<file path="config.mk">
export PLATFORM = sky130hd
export DESIGN_NAME = i2c_bitclk_div
export DESIGN_NICKNAME = d
export VERILOG_FILES = /design/src/rtl/i2c_bitclk_div_pkg.sv /design/src/rtl/i2c_bitclk_cfg.sv /design/src/rtl/i2c_bitclk_stage.sv /design/src/rtl/i2c_bitclk_div.sv
export SDC_FILE = /design/constraint.sdc
export NUM_CORES = 1
export LEC_CHECK = 0
export ABC_AREA = 1
export BUFFER_PORTS_ARGS = -buffer_cell sky130_fd_sc_hd__buf_2
export CAP_MARGIN = 25
export CORE_MARGIN = 10
export CORE_UTILIZATION = 50
export CTS_BUF_LIST = sky130_fd_sc_hd__clkbuf_4
export DETAILED_ROUTE_END_ITERATION = 6
export PLACE_DENSITY = 0.78
export SLEW_MARGIN = 10
export SYNTH_ARGS = -nofsm -noshare
export SYNTH_HDL_FRONTEND = slang
export SYNTH_SLANG_ARGS = --single-unit
</file>
<file path="constraint.sdc">
create_clock -name clk -period 2.3 [get_ports clk]
set_clock_uncertainty 0.05 [all_clocks]
set_input_delay 0 -clock clk [delete_from_list [all_inputs] [get_ports clk]]
set_output_delay 0 -clock clk [all_outputs]
set_load 0.02 [all_outputs]
</file>
<file path="src/rtl/i2c_bitclk_div_pkg.sv">
package i2c_bitclk_div_pkg;
  localparam int HP_W    = 8;
  localparam int M_W     = 4;
  localparam int N_W     = 3;
  localparam int CNT_W   = 8;
  localparam int HP_MIN  = 5;
  localparam int DEC_DIV = 10;
  localparam int NSTAGE  = 4;

  localparam logic [HP_W-1:0] DEF_HP = 8'h18;
  localparam logic [M_W-1:0]  DEF_M  = 4'd2;
  localparam logic [N_W-1:0]  DEF_N  = 3'd0;

  typedef struct packed {
    logic [HP_W-1:0] hp;
    logic [M_W-1:0]  m;
    logic [N_W-1:0]  n;
  } divcfg_t;
endpackage

</file>
<file path="src/rtl/i2c_bitclk_cfg.sv">
module i2c_bitclk_cfg
  import i2c_bitclk_div_pkg::*;
(
  input  logic            clk,
  input  logic            rst_n,
  input  logic            run,
  input  logic            wrap_all,
  input  logic            hp_we,
  input  logic [HP_W-1:0] hp_wdata,
  input  logic            ctl_we,
  input  logic [7:0]      ctl_wdata,
  output divcfg_t         act_cfg
);
  divcfg_t pend_q, act_q;

  always_ff @(posedge clk) begin
    if (!rst_n) begin
      pend_q <= '{hp: DEF_HP, m: DEF_M, n: DEF_N};
    end else begin
      if (hp_we)  pend_q.hp <= hp_wdata;
      if (ctl_we) begin
        pend_q.m <= ctl_wdata[6:3];
        pend_q.n <= ctl_wdata[2:0];
      end
    end
  end

  // Active setting only moves at a full terminal count or while stopped
  always_ff @(posedge clk) begin
    if (!rst_n)                act_q <= '{hp: DEF_HP, m: DEF_M, n: DEF_N};
    else if (!run || wrap_all) act_q <= pend_q;
  end

  always_comb begin
    act_cfg = act_q;
    if (act_q.hp < HP_W'(HP_MIN)) act_cfg.hp = HP_W'(HP_MIN);
  end

  p_hold_cfg_r7: assert property (@(posedge clk) disable iff (!rst_n)
    (run && !wrap_all) |=> $stable(act_q))
    else $error("active setting changed mid-period");
endmodule

</file>
<file path="src/rtl/i2c_bitclk_stage.sv">
module i2c_bitclk_stage #(
  parameter int W = 8
) (
  input  logic         clk,
  input  logic         rst_n,
  input  logic         run,
  input  logic         step,
  input  logic [W-1:0] limit,
  output logic         wrap
);
  logic [W-1:0] cnt_q;

  assign wrap = step && (cnt_q == limit);

  always_ff @(posedge clk) begin
    if (!rst_n || !run) cnt_q <= '0;
    else if (step)      cnt_q <= (cnt_q == limit) ? '0 : cnt_q + 1'b1;
  end

  p_cnt_bound_r1: assert property (@(posedge clk) disable iff (!rst_n)
    run |-> (cnt_q <= limit))
    else $error("stage count beyond its limit");
endmodule

</file>
<file path="src/rtl/i2c_bitclk_div.sv">
module i2c_bitclk_div
  import i2c_bitclk_div_pkg::*;
(
  input  logic       clk,
  input  logic       rst_n,
  input  logic       en,
  input  logic       hp_we,
  input  logic [7:0] hp_wdata,
  input  logic       ctl_we,
  input  logic [7:0] ctl_wdata,
  output logic       tick
);
  divcfg_t                 cfg;
  logic [NSTAGE:0]         carry;
  logic [CNT_W-1:0]        lim [NSTAGE];
  logic                    tick_q;

  i2c_bitclk_cfg u_cfg (
    .clk      (clk),
    .rst_n    (rst_n),
    .run      (en),
    .wrap_all (carry[NSTAGE]),
    .hp_we    (hp_we),
    .hp_wdata (hp_wdata),
    .ctl_we   (ctl_we),
    .ctl_wdata(ctl_wdata),
    .act_cfg  (cfg)
  );

  // Stage limits: half period, 2^N prescale, M+1, fixed decade
  always_comb begin
    lim[0] = CNT_W'(cfg.hp);
    lim[1] = CNT_W'((CNT_W'(1) << cfg.n) - CNT_W'(1));
    lim[2] = CNT_W'(cfg.m);
    lim[3] = CNT_W'(DEC_DIV - 1);
  end

  assign carry[0] = en;

  for (genvar g = 0; g < NSTAGE; g++) begin : g_stage
    i2c_bitclk_stage #(.W(CNT_W)) u_stg (
      .clk  (clk),
      .rst_n(rst_n),
      .run  (en),
      .step (carry[g]),
      .limit(lim[g]),
      .wrap (carry[g+1])
    );
  end

  always_ff @(posedge clk) begin
    if (!rst_n) tick_q <= 1'b0;
    else        tick_q <= en && carry[NSTAGE];
  end

  assign tick = tick_q;

  p_tick_pulse_r5: assert property (@(posedge clk) disable iff (!rst_n)
    tick |=> !tick)
    else $error("tick wider than one cycle");

  p_quiet_off_r6: assert property (@(posedge clk) disable iff (!rst_n)
    !en |=> !tick)
    else $error("tick while disabled");
endmodule

</file>
# Yosys cells after proc, flatten, opt, wreduce, memory -nomap -nowiden

Cells that the tools add are included.

Flip-flop bits (word level): 63
Latch bits: 0
Bits in writable memories: 0
ROM bits: 0
Bits of input ports: 21
Output and inout bits: 1
Logic and storage cells: 36
Memories: 0

$add $sub $neg: 5
$mul: 0
Divide/modulo/power cells: 0
$lt $le $gt $ge: 1
Equality and inequality tests: 4
Shift-type cells: 1
Mux-type cells: 5
Bitwise operators: 0
Reduce and logical (&&, ||, !) cells: 9

Operators by type and width:

| operator              | number |
|---|---|
| $mux W8               | 5 |
| $add A8 B1 Y8 const B | 4 |
| $eq A8 B8 Y1          | 2 |
| $eq A8 B4 Y1          | 1 |
| $eq A8 B4 Y1 const B  | 1 |
| $lt A8 B3 Y1 const B  | 1 |
| $shl A1 B3 Y8 const A | 1 |
| $sub A8 B2 Y8 const B | 1 |
| $logic_and A1 B1 Y1   | 5 |
| $logic_not A1 Y1      | 2 |
| $logic_or A1 B1 Y1    | 2 |

# Longest topological paths before layout

Gate-level depths: netlist (run 1).

Depth in word-level cells: 8
Mapped depth: 15
Mapped depth without buffers: 14

# Hierarchy

From an unflattened synthesis (run 1), not the netlist that was laid out.

Cell total of the unflattened synthesis: 493
Area, all modules: 3313.2 sq um

Modules (own cells, without submodules):

| module           | times used | cells each | area an instance (sq um) | sequential area each (sq um) |
|---|---|---|---|---|
| i2c_bitclk_stage | 4          | 79         | 506.7                    | 160.2 |
| i2c_bitclk_cfg   | 1          | 159        | 1197.4                   | 600.6 |
| i2c_bitclk_div   | 1          | 18         | 88.8                     | 20.0 |

# Worst setup path before layout (run 1)

No wires, ideal clock.

Kind: register to register
Start: register u_cfg.act_q, in the netlist u_cfg.act_cfg[2]
End: register u_cfg.act_q, in the netlist u_cfg.act_cfg[2]
Library setup time: 0.115 ns
Arrival: 1.634 ns
Required time: 2.135 ns
Setup slack: 0.501 ns
Stages on the path, launching flop included: 11
Path buffers: 1
Clock period less this slack: 1.799 ns
Cells stage by stage: dfxtp_1 -> inv_2 -> nor2_1 -> xor2_1 -> nor2_1 -> nand4_4 -> nor2_4 -> nand3_2 -> buf_4 -> a21oi_1 -> nor2_1

Longest elaborated chain between the ends: 7

Ends and longest elaborated chain:

| element                          | RTL line               | RTL |
|---|---|---|
| start, declared                  | i2c_bitclk_cfg.sv:14   | `divcfg_t pend_q, act_q;` |
| start signal, assigned           | i2c_bitclk_cfg.sv:30   | `if (!rst_n) act_q <= '{hp: DEF_HP, m: DEF_M, n: DEF_N};` |
| start signal, assigned           | i2c_bitclk_cfg.sv:31   | `else if (!run \|\| wrap_all) act_q <= pend_q;` |
| $shl A1 B3 Y8                    | i2c_bitclk_div.sv:33   | `lim[1] = CNT_W'((CNT_W'(1) << cfg.n) - CNT_W'(1));` |
| $sub A8 B2 Y8                    | i2c_bitclk_div.sv:33   |  |
| $eq A8 B8 Y1                     | i2c_bitclk_stage.sv:13 | `assign wrap = step && (cnt_q == limit);` |
| $logic_and A1 B1 Y1 (3 in a row) | i2c_bitclk_stage.sv:13 |  |
| $logic_or A1 B1 Y1               | i2c_bitclk_cfg.sv:31   |  |

Every way passes these cells.
A chain may end at the register's enable or synchronous reset.

# Worst setup path after layout (run 1)

Start: register u_cfg.act_q[10] in the netlist's numbering
End: register u_cfg.act_q, in the netlist u_cfg.act_cfg[4]

Longest elaborated chain between the ends: 8

Ends and longest elaborated chain:

| element                            | RTL line               | RTL |
|---|---|---|
| $lt A8 B3 Y1                       | i2c_bitclk_cfg.sv:36   | `if (act_q.hp < HP_W'(HP_MIN)) act_cfg.hp = HP_W'(HP_MIN);` |
| $mux W8 *                          | i2c_bitclk_cfg.sv:36   |  |
| $eq A8 B8 Y1 *                     | i2c_bitclk_stage.sv:13 |  |
| $logic_and A1 B1 Y1 * (4 in a row) | i2c_bitclk_stage.sv:13 |  |
| $logic_or A1 B1 Y1 *               | i2c_bitclk_cfg.sv:31   |  |

Every way passes the cells marked *; elsewhere a longest branch is shown, timed or not.

==> results.toml, run 1 <==
[worst_setup_path]
crit_path_start = "u_cfg.act_q[10]$_SDFFE_PN1P_"
max_stage_delay_ns = 0.42
rrSetupSlack_ns = 0.22
arrival_ns = 2.38
start_kind = "register"
path_cells = "inv_2 > nand2_1 > nor2_2 > nand3_2 > nand2_1 > nand2_1 > nand2_2 > nor2_4 > nand3_4 > nor2_4 > nand3_2 > buf_4 > nand2_2 > nand2_1 > nand3_1"
cpMostUsedCell = "nand2_1"
worstSetupPathType = "register to register"
worstPathRequired_ns = 2.60
worst_path_max_delay_cell = "dfxtp_1"
r2r-start = "u_cfg.act_q[10]$_SDFFE_PN1P_"
endpoint_kind = "register"
cp_max_fo = 30

[floorplanning]
ios = 22
dieWidth_um = 100
num_rows = 29
die-area_um2 = 10000
initial_core_util = 0.510
core_area_um2 = 6310
die_y_um = 100

[synth]
synth_area_um2 = 3220
syn_inst = 460
syn_avg_cell_area_um2 = 7.00
synth_edf_count = 0
ys_ff_latch = 63
async_flop_share = 0
ys_seq_area_frac = 0.392
ys_types = 34
synth_fp_nets = 486
yosys_warnings = 0
ys.flop_type = "dfxtp_1"

[clock_network]
htree_levels = 3
cts_buffers = 9
clockBufferDepth = 2
cts_tree = "built"
root_buffer = "clkbuf_4"
clock_sinks = 63
cts_resized = 0
path_clk_slew_ns = 0.10
clock_latency_ns = 0.41

[placement]
place_hpwl_um = 4710
port-buffer-count = 20
place_congestion = 0.878

[pwr]
p_per_area_nw_per_um2 = 594
irDropWorstVdd_v = 0.000633
leakage_nw = 1.73

[global_routing]
grt_max_degree = 32
top_usage_layer = "met2"
antenna_found_initial = 0
grt_use_met3 = 0.0481
grt_use_met2 = 0.281
grt_pass1_vias = 3171
grt_pass1_wl_um = 14600
track_usage = 0.176
gr-total-overflow = 0
groute.layer.met1.usage = 0.209

[outcome]
status = "finished, final reports clean"

[detailed_routing]
finalWirelength_um = 8420
viasPerCell = 5.31
dr_total_vias = 3258
dr.pass1.iters = 4
first_iter_violations = 236
antenna_left = 0
drc = 0
wl_per_cell_um = 13.7

[timing]
tns_ns = 0
maxSlewViolCount = 0
hold_violations = 0
worst_slew_pin_slew_ns = 0.623
relSlewSlack = 0.581
period_share = 0.906
finalCriticalPeriod_ns = 2.08
whs_ns = 0.435
fmax_mhz = 480
finalSetupViolations = 0
rsz0062_at_grt = "false"

[cells_and_area]
layout-drive-gt1-share = 0.119
fin_nets = 557
antenna_cells = 0
layout_common_cells = "nand2_1, nor2_1, dfxtp_1"
area_growth_pct = 25.1
final_common_cell = "nand2_1"

[flow_run]
max_cap_violations = 0

[hold_path]
hold_path.class = "register to register"
min-delay-start = "g_stage[0].u_stg.cnt_q[0]$_SDFFE_PP0P_"
-- cells by family (layout without fill, tap and decap cells) --
| logic type | count (synthesis) | count (layout) | synth area share |
|---|---|---|---|
| buf+inv | 59 | 135 | 0.0758 |
| compound gates | 50 | 50 | 0.0824 |
| simple gates | 259 | 259 | 0.365 |
| xor+xnor | 24 | 24 | 0.0653 |
| fa+ha+maj | 5 | 5 | 0.0194 |
| flops | 63 | 63 | 0.392 |
-- Yosys cell counts (3+ instances only) --
| cell type | number | area [um2] |
|---|---|---|
| xor2_1 | 18 | 158 |
| buf_2 | 3 | 15.0 |
| inv_2 | 5 | 18.8 |
| clkbuf_1 | 3 | 11.3 |
| o21ai_0 | 15 | 75.1 |
| inv_1 | 42 | 158 |
| buf_1 | 3 | 11.3 |
| nor2_2 | 3 | 18.8 |
| xnor2_1 | 6 | 52.6 |
| a21oi_1 | 29 | 145 |
| nor3_1 | 7 | 35.0 |
| nand4_1 | 12 | 75.1 |
| nand3_1 | 43 | 215 |
| nor2_1 | 77 | 289 |
| ha_1 | 5 | 62.6 |
| nand2_1 | 97 | 364 |
| nor4_1 | 3 | 18.8 |
| dfxtp_1 | 63 | 1260 |
-- worst max-delay path: cells and delay by family (launching register included) --
family,cells,cell delay (ns)
AND/OR/NAND/NOR,13,1.25
flip-flops,1,0.42
buffers and inverters,2,0.29
-- power by group --
group / switching (W) / internal (W)
sequential: 0.0000306 / 0.00113
clock: 0.000404 / 0.000543
combinational: 0.000155 / 0.000133
total: 0.000589 / 0.00180
-- stage by stage --
stage | std cells | setup slack (ns) | total power [W] | area [um2] | utilization
after floorplan | 460 | 0.501 | 0.00133 | 3220 | -
after global placement | 552 | 0.300 | 0.00138 | 3400 | 0.538
after detailed placement | 552 | 0.246 | 0.00138 | 3400 | 0.538
after CTS | 612 | 0.233 | 0.00239 | 4020 | 0.637
after global routing | 613 | 0.00463 | 0.00250 | 4030 | 0.638
final | 613 | 0.217 | 0.00239 | 4030 | 0.638
-- worst paths after layout --
check	to	cells past startpoint
worst min register to register	g_stage[0].u_stg.cnt_q[0]$_SDFFE_PP0P_	1
worst max register to register	u_cfg.act_cfg[4]$_SDFFE_PN1P_	15
worst min-delay path	g_stage[0].u_stg.cnt_q[0]$_SDFFE_PP0P_	1
worst max-delay path	u_cfg.act_cfg[4]$_SDFFE_PN1P_	15
-- state kept, by name, indices dropped and copies added (netlist names) --
name,flops
u_cfg.act_q,8
u_cfg.pend_q,15
g_stage.u_stg.cnt_q,32
u_cfg.act_cfg,7
tick,1
-- repair_timing --
item | in CTS | in global routing
hold buffers | 44 | 0
buffers inserted | 0 | 1
endpoints found under the hold margin | 39 | 0
endpoints found under the setup margin | 0 | 12
-- routing by layer --
layer	vias up	wire length [um]
met5	-	0
met4	0	295
met3	29	475
met2	113	3980
met1	1485	3670
li1	1631	-
-- cell type report --
cell class	count	area [um2]
Clock buffer	9	67.6
Clock inverter	7	111
Fill cell	482	2290
Inverter	47	176
Multi-Input combinational cell	338	1710
Sequential cell	63	1260
Tap cell	77	96.3
Timing Repair Buffer	72	601
No activity file was read; power rests on OpenSTA's default activity.
==> run 2, diff against run 1 <==
- clock period: 2.3 -> 2.41 ns (I/O delays scaled with it)
==> results.toml, run 2 (synthesized netlist as in run 1, its figures left out) <==
[outcome]
status = "finished, final reports clean"

[timing]
worst_slack_ns = 0.301
fmax_mhz = 474
relSlewSlack = 0.586
tns_ns = 0
maxSlewViolCount = 0
finalCriticalPeriod_ns = 2.11
period_share = 0.875
rsz0062_at_grt = "false"
finalSetupViolations = 0
whs_ns = 0.0165
worst_slew_pin_slew_ns = 0.616
hold_violations = 0

[cells_and_area]
final_common_cell = "nand2_1"
largestRegisters = "g_stage.u_stg.cnt_q: 32 flops, u_cfg.pend_q: 15 flops, u_cfg.act_q: 8 flops"
layout-drive-gt1-share = 0.115
layout_common_cells = "nand2_1, nor2_1, dfxtp_1"
top_register = "g_stage.u_stg.cnt_q"
fin_area_um2 = 3800
final_cell_count_no_fill = 597
antenna_cells = 0
area_growth_pct = 18.2
fin_nets = 541
largest_register_ffs = 32

[placement]
port-buffer-count = 20
placed_area_um2 = 3380
dp.cells = 549
place_hpwl_um = 4530
place_congestion = 0.870
pre_cts_slack_ns = 0.350

[detailed_routing]
first_iter_violations = 258
dr_total_vias = 3093
wl_per_cell_um = 12.7
viasPerCell = 5.18
antenna_left = 0
dr.pass1.iters = 7
finalWirelength_um = 7570
drc = 0

[worst_setup_path]
worstSetupPathType = "register to register"
cpMostUsedCell = "nor2_1"
cp_num_cells = 10
start_kind = "register"
worst_path_max_delay_cell = "dfxtp_1"
path_cells = "inv_2 > nor2_1 > xor2_1 > nor2_1 > nand4_4 > nor2_4 > nand3_2 > buf_4 > a21oi_1 > nor2_1"
worst-path-buf-inv = 2
cp_max_fo = 30
cp_top_family = "simple AND/OR/NAND/NOR gates"
arrival_ns = 2.35
r2r_cells = 10
worstPathRequired_ns = 2.65
max_stage_delay_ns = 0.46
endpoint_kind = "register"

[floorplanning]
die_y_um = 100
num_rows = 29
ios = 22
core_area_um2 = 6310
initial_core_util = 0.510
die-area_um2 = 10000
dieWidth_um = 100

[global_routing]
grt_pass1_wl_um = 12900
antenna_found_initial = 0
grt_max_degree = 35
gr-total-overflow = 0
track_usage = 0.153
grt_pass1_vias = 2888

[clock_network]
cts_setup_buffers = 0
cts_buffers = 9
cts_tree = "built"
clock_sinks = 63
path_clk_slew_ns = 0.10
clock_latency_ns = 0.39
htree_levels = 3
clockBufferDepth = 2
root_buffer = "clkbuf_4"
cts_resized = 0
ctsHoldBuffers = 32

[hold_path]
hold_depth = 5
hold_path.class = "primary input to register"

[pwr]
leakage_nw = 1.61
irDropWorstVdd_v = 0.000546
p_per_area_nw_per_um2 = 513

[flow_run]
max_cap_violations = 0
run 2: per-layer routing:
layer  GRT usage  routed length [um]
met1       0.188                3440
met2       0.248                3580
met3      0.0440                 449
met4      0.0543                 105
met5           0                   0
run 2: power breakdown:
part / switching, W / internal, W
combinational: 0.000137 / 0.000112
clock: 0.000374 / 0.000226
sequential: 0.0000264 / 0.00108
total: 0.000537 / 0.00141
run 2: through the flow:
step           total power (W)   util
2_1_floorplan          0.00127      -
3_3_place_gp           0.00131  0.535
3_5_place_dp           0.00132  0.535
4_1_cts                0.00195  0.603
5_1_grt                0.00204  0.603
6_report               0.00195  0.603
run 2: final cells by class:
type	count	area [um2]
Clock inverter	5	25.0
Fill cell	546	2510
Clock buffer	11	82.6
Tap cell	77	96.3
Timing Repair Buffer	56	450
Sequential cell	63	1260
Multi-Input combinational cell	338	1710
Inverter	47	176
run 2: path summary, 6_finish.rpt:
| path | from | endpoint | slack, ns |
|---|---|---|---|
| worst max register to register | u_cfg.act_cfg[2]$_SDFFE_PN0P_ | u_cfg.act_q[8]$_SDFFE_PN0P_ | 0.30 |
| worst max-delay path | u_cfg.act_cfg[2]$_SDFFE_PN0P_ | u_cfg.act_q[8]$_SDFFE_PN0P_ | 0.30 |
| worst min-delay path | en | g_stage[1].u_stg.cnt_q[7]$_SDFFE_PP0N_ | 0.02 |
| worst min register to register | u_cfg.pend_q[10]$_SDFFE_PN1P_ | u_cfg.act_q[10]$_SDFFE_PN1P_ | 0.42 |
run 2: tightest hold or removal path, cell delays in order:
cell and delay (ns):
buf_2 0.10, inv_1 0.09, nor2_1 0.10, nand2_1 0.07, a21oi_1 0.05
